File: src/rtl/supv_pkg.sv
package supv_pkg;

    // Control bundle handed from the top to the watchdog counter.
    typedef struct packed {
        logic run;   // counting allowed: enabled, not in backup, reset released
        logic kick;  // a synchronised strobe edge was seen this cycle
    } wd_ctl_t;

    // Counter width able to hold values 0 .. limit-1 (at least 1 bit).
    function automatic int cnt_bits(input int unsigned limit);
        return (limit < 2) ? 1 : $clog2(limit);
    endfunction

endpackage

File: src/rtl/supv_strobe_sync.sv
module supv_strobe_sync #(
    parameter int SYNC_STAGES = 2
) (
    input  logic clk,
    input  logic rst,
    input  logic strobe_in,
    output logic toggled
);
    // pipe[0..SYNC_STAGES-1] synchronise; pipe[SYNC_STAGES] holds the previous level
    logic [SYNC_STAGES:0] pipe;

    always_ff @(posedge clk) begin
        if (rst) pipe <= '0;
        else     pipe <= {pipe[SYNC_STAGES-1:0], strobe_in};
    end

    assign toggled = pipe[SYNC_STAGES-1] ^ pipe[SYNC_STAGES];

    // an edge seen now is reported by the edge register on the next cycle
    assert_edge_tracks_R3: assert property (@(posedge clk) disable iff (rst)
        toggled |=> (pipe[SYNC_STAGES] == $past(pipe[SYNC_STAGES-1])));

endmodule

File: src/rtl/supv_wdog.sv
module supv_wdog
    import supv_pkg::*;
#(
    parameter int unsigned WD_CYCLES = 80_000_000
) (
    input  logic    clk,
    input  logic    rst,
    input  wd_ctl_t ctl,
    output logic    fire
);
    localparam int          CW   = cnt_bits(WD_CYCLES);
    localparam logic [CW-1:0] LAST = CW'(WD_CYCLES - 1);

    logic [CW-1:0] cnt;

    assign fire = ctl.run && !ctl.kick && (cnt == LAST);

    always_ff @(posedge clk) begin
        if (rst || !ctl.run || ctl.kick || fire) cnt <= '0;
        else                                     cnt <= cnt + 1'b1;
    end

    // the count never runs past the period
    assert_count_bound_R4: assert property (@(posedge clk) disable iff (rst)
        cnt <= LAST);

    // an idle watchdog (disabled, backup or in reset) restarts from zero
    assert_idle_clears_R11: assert property (@(posedge clk) disable iff (rst)
        !ctl.run |=> (cnt == '0));

    // a strobe edge restarts the period
    assert_kick_restarts_R3: assert property (@(posedge clk) disable iff (rst)
        (ctl.run && ctl.kick) |=> (cnt == '0));

endmodule

File: src/rtl/supv_hold.sv
module supv_hold
    import supv_pkg::*;
#(
    parameter int unsigned HOLD_CYCLES = 10_000_000
) (
    input  logic clk,
    input  logic rst,
    input  logic force_low,
    input  logic wd_fire,
    output logic hold_active
);
    localparam int            HW   = cnt_bits(HOLD_CYCLES + 1);
    localparam logic [HW-1:0] FULL = HW'(HOLD_CYCLES);

    logic [HW-1:0] cnt;

    always_ff @(posedge clk) begin
        if (rst || force_low || wd_fire) cnt <= FULL;
        else if (cnt != '0)              cnt <= cnt - 1'b1;
    end

    assign hold_active = (cnt != '0);

    // a bad supply or backup mode reloads the full hold time
    assert_force_reload_R1: assert property (@(posedge clk) disable iff (rst)
        force_low |=> (cnt == FULL));

    // once the cause is gone the hold drains by one per cycle
    assert_countdown_R2: assert property (@(posedge clk) disable iff (rst)
        (hold_active && !force_low && !wd_fire) |=> (cnt == $past(cnt) - 1'b1));

endmodule

File: src/rtl/supv_reset_ctrl.sv
module supv_reset_ctrl
    import supv_pkg::*;
#(
    parameter int unsigned HOLD_CYCLES = 10_000_000,
    parameter int unsigned WD_CYCLES   = 80_000_000,
    parameter int          SYNC_STAGES = 2
) (
    input  logic clk,
    input  logic rst,
    input  logic supply_low,
    input  logic backup_mode,
    input  logic wd_strobe,
    input  logic wd_enable,
    output logic reset_n,
    output logic reset_p
);
    logic    strobe_edge;
    logic    hold_active;
    logic    wd_fire;
    logic    force_low;
    logic    asserted;
    wd_ctl_t wd_ctl;

    supv_strobe_sync #(.SYNC_STAGES(SYNC_STAGES)) u_sync (
        .clk       (clk),
        .rst       (rst),
        .strobe_in (wd_strobe),
        .toggled   (strobe_edge)
    );

    assign force_low = supply_low | backup_mode;
    assign asserted  = force_low | hold_active;

    always_comb begin
        wd_ctl.run  = wd_enable && !backup_mode && !asserted;
        wd_ctl.kick = strobe_edge;
    end

    supv_wdog #(.WD_CYCLES(WD_CYCLES)) u_wdog (
        .clk  (clk),
        .rst  (rst),
        .ctl  (wd_ctl),
        .fire (wd_fire)
    );

    supv_hold #(.HOLD_CYCLES(HOLD_CYCLES)) u_hold (
        .clk         (clk),
        .rst         (rst),
        .force_low   (force_low),
        .wd_fire     (wd_fire),
        .hold_active (hold_active)
    );

    assign reset_n = ~asserted;
    assign reset_p = asserted;

    // a watchdog expiry is followed by an asserted reset
    assert_fire_pulses_R5: assert property (@(posedge clk) disable iff (rst)
        wd_fire |=> !reset_n);

    // no watchdog expiry while running from backup
    assert_backup_quiet_R8: assert property (@(posedge clk) disable iff (rst)
        backup_mode |-> !wd_fire);

    // a disabled watchdog never expires
    assert_disabled_quiet_R7: assert property (@(posedge clk) disable iff (rst)
        !wd_enable |-> !wd_fire);

endmodule

File: config.mk
export PLATFORM = sky130hd
export DESIGN_NAME = supv_reset_ctrl
export DESIGN_NICKNAME = d
export VERILOG_FILES = /design/src/rtl/supv_pkg.sv /design/src/rtl/supv_strobe_sync.sv /design/src/rtl/supv_wdog.sv /design/src/rtl/supv_hold.sv /design/src/rtl/supv_reset_ctrl.sv
export SDC_FILE = /design/constraint.sdc
export NUM_CORES = 1
export LEC_CHECK = 0
export BUFFER_PORTS_ARGS = -buffer_cell sky130_fd_sc_hd__buf_2
export CAP_MARGIN = 20
export CORE_MARGIN = 2
export CORE_UTILIZATION = 61
export CTS_CLUSTER_DIAMETER = 200
export DETAILED_ROUTE_END_ITERATION = 10
export PLACE_DENSITY = 0.85
export SYNTH_ARGS = -nofsm -noshare
export SYNTH_HDL_FRONTEND = slang
export SYNTH_SLANG_ARGS = --single-unit
File: constraint.sdc
create_clock -name clk -period 3.25 [get_ports clk]
set_input_delay 0.65 -clock clk [delete_from_list [all_inputs] [get_ports clk]]
set_output_delay 0.65 -clock clk [all_outputs]
set_load 0.005 [all_outputs]
==> reports/metrics.cfg <==
[cells_and_area]
syn_to_final_growth_pct=4.48
final_cell_mix=dfxtp_1 (54), nor2_1 (46), xor2_1 (24)
final_common_cell=dfxtp_1
multiInputGateArea_um2=1430
layout.nets=308
final_util=0.676
antenna_cells=0
fillers=307
drive_gt1_frac=0.103
seq_area_um2=1080

[routing]
wl_per_cell_um=13.5
drt-vias-per-instance=5.78
vias=2023
drt-initial-drc-count=123
dr.pass1.iters=4
totalWireLength_um=4710
antenna_left=0
drcViolationCount=0

[synth]
synthSimpleGateAreaFrac=0.336
synth.avg_cell_area_um2=8.87
synthDistinctLibCells=43
syn_inst=296
syn_area_um2=2630
async_reset_ff_frac=0
muxShareOfSynthArea=0
synth_compound_area_frac=0.0753
yosysSeqAreaShare=0.412
yosys.area.top_type=dfxtp_1
synth_top_area_share=0.412
synth-xor-area-share=0.120
syn_nets=305
synth_warnings=0
synth_top_family_by_area=simple AND/OR/NAND/NOR gates
synth_area_leaders=dfxtp_1 (41%), xor2_1 (8.0%), nor2_1 (6.6%), xnor2_1 (4.0%), nand3_1 (3.8%)
synth_seq_cells=54
yosys_most_used_dff=dfxtp_1
synth_edf_count=0
synthAdderAreaFrac=0.0143

[clock_network]
postCtsHoldBufs=0
cts_sinks=54
clkTransAtPathRegs_ns=0.09
htree_levels=2
cts_tree=done
post_cts_resized=0
clock_path_buffers=2
post_cts_buffers=0
cts-root-buf=clkbuf_8
cts_buffers=5
insertion_delay_ns=0.30

[timing]
slew_violations=0
slew_headroom=0.467
post-route-min-period_ns=3.07
finalCritPeriodShare=0.944
clock.fmax_mhz=326
finalSetupTns_ns=0
fin_skew_ns=0.00634
setup_violations=0
finalHoldViolations=0
rsz0062_at_grt=false
tightest_slew_ns=0.794

[floorplanning]
ios=8
die_w_um=69.6
die_area_um2=4840
initial_core_util=0.647
die_h_um=69.6
core-area_um2=4060
std_cell_rows=23

[hold_path]
hold_class=register to register

[setup_path]
slowest_delay_ns=0.53
arrival_ns=2.42
required_ns=2.60
path_cells=inv_1 > ha_1 > nor4b_1 > nand4bb_4 > or2_1 > nor3_1 > inv_1 > buf_2
r2r-end=u_hold.cnt[0]
reg2reg_depth=7
crit_type=register to output port
startpoint_type=register
critPathBufInv=3
crit_start=u_hold.cnt[0]
cp_common_cell=inv_1
worstSetupEndpoint=reset_p
crit_family=simple AND/OR/NAND/NOR gates
crit_path_end_kind=output port
crit_fanout=9
critPathSlowestCell=nor4b_1
reg2reg_from=u_hold.cnt[0]
reg2reg_slack_ns=0.59
crit_cells=8

[placed_design]
hpwlAfterDp_um=3340
place.gp.congestion=0.864
port_buffers=7

[global_routing]
track_usage=0.209
grt_pass1_wl_um=8280
grt_pass1_vias=1922
gr-total-overflow=0
grt_antenna_before_repair=0
grt_max_degree=28

[power]
vdd_ir_drop_max_v=0.000318
p_per_area_nw_per_um2=407
p_leak_uw=0.000862

[flow_run]
drv_cap=0

[run_status]
outcome=completed

-- state kept, by name (all words and copies together) (netlist names) --
| signal | count |
|---|---|
| u_hold.cnt | 24 |
| u_wdog.cnt | 27 |
| u_sync.pipe | 3 |
-- synthesized netlist by cell type, types with 2 or more instances --
| cell type | instances |
|---|---|
| nor2b_1 | 4 |
| xor2_1 | 24 |
| nor2_2 | 5 |
| nor4_1 | 6 |
| clkbuf_1 | 4 |
| and3_1 | 6 |
| buf_6 | 5 |
| nand4b_1 | 2 |
| xnor2_1 | 12 |
| o21a_1 | 2 |
| o21ai_0 | 8 |
| nor3_1 | 13 |
| or4_1 | 6 |
| nand3_1 | 20 |
| ha_1 | 3 |
| buf_2 | 3 |
| o31ai_1 | 3 |
| nand4_1 | 13 |
| or3_1 | 7 |
| dfxtp_1 | 54 |
| nor4_4 | 2 |
| inv_1 | 7 |
| nor2_1 | 46 |
| o211ai_1 | 2 |
| or2_2 | 2 |
| nand2_1 | 13 |
| o41ai_1 | 2 |
| a21oi_1 | 7 |
-- report_power, final --
part	total (uW)	switching, uW	internal [uW]
Combinational	53.4	33.0	20.4
Clock	390	214	176
Sequential	673	5.83	667
Total	1120	253	863
-- routing by layer --
layer | vias up | share of wire | global-route usage
li1 | 1051 | - | -
met1 | 927 | 0.48 | 0.265
met2 | 35 | 0.47 | 0.334
met3 | 10 | 0.041 | 0.0581
met4 | 0 | 0.015 | 0.0871
met5 | - | 0 | 0
-- metrics by stage --
stage	cell area, um^2	hold WS [ns]	setup slack, ns	cells	total power, uW
after floorplan	2630	0.413	0.684	296	730
after global placement	2640	0.426	0.604	342	740
after detailed placement	2640	0.431	0.488	342	741
after CTS	2740	0.449	0.140	350	1130
after global routing	2740	0.475	0.0142	350	1160
final	2740	0.451	0.182	350	1120
-- worst min-delay path by stage --
stage | end | depth (start not counted) | start | slack, ns
3_3_place_gp | u_wdog.cnt[0] | 1 | u_wdog.cnt[0] | 0.43
3_5_place_dp | u_wdog.cnt[0] | 1 | u_wdog.cnt[0] | 0.43
6_report | u_wdog.cnt[0] | 1 | u_wdog.cnt[0] | 0.45
5_1_grt | u_sync.pipe[1] | 1 | u_sync.pipe[0] | 0.47
4_1_cts | u_wdog.cnt[0] | 1 | u_wdog.cnt[0] | 0.45
2_1_floorplan | u_wdog.cnt[0] | 1 | u_wdog.cnt[0] | 0.41
-- cells by family after synthesis --
logic type               count (synthesis)
AND/OR/NAND/NOR                        155
adder cells (fa/ha/maj)                  3
XOR/XNOR                                36
buffers and inverters                   19
flip-flops                              54
AO/OA/AOI/OAI                           29
-- final cells by class --
type | count | area share
clock buffers | 6 | 0.0301
clock inverters | 2 | 0.00593
inverters | 7 | 0.00958
repair buffers | 8 | 0.0155
well taps | 50 | 0.0228
flip-flops and latches | 54 | 0.394
multi-input cells | 223 | 0.522
(Power assumes the default switching activity.)
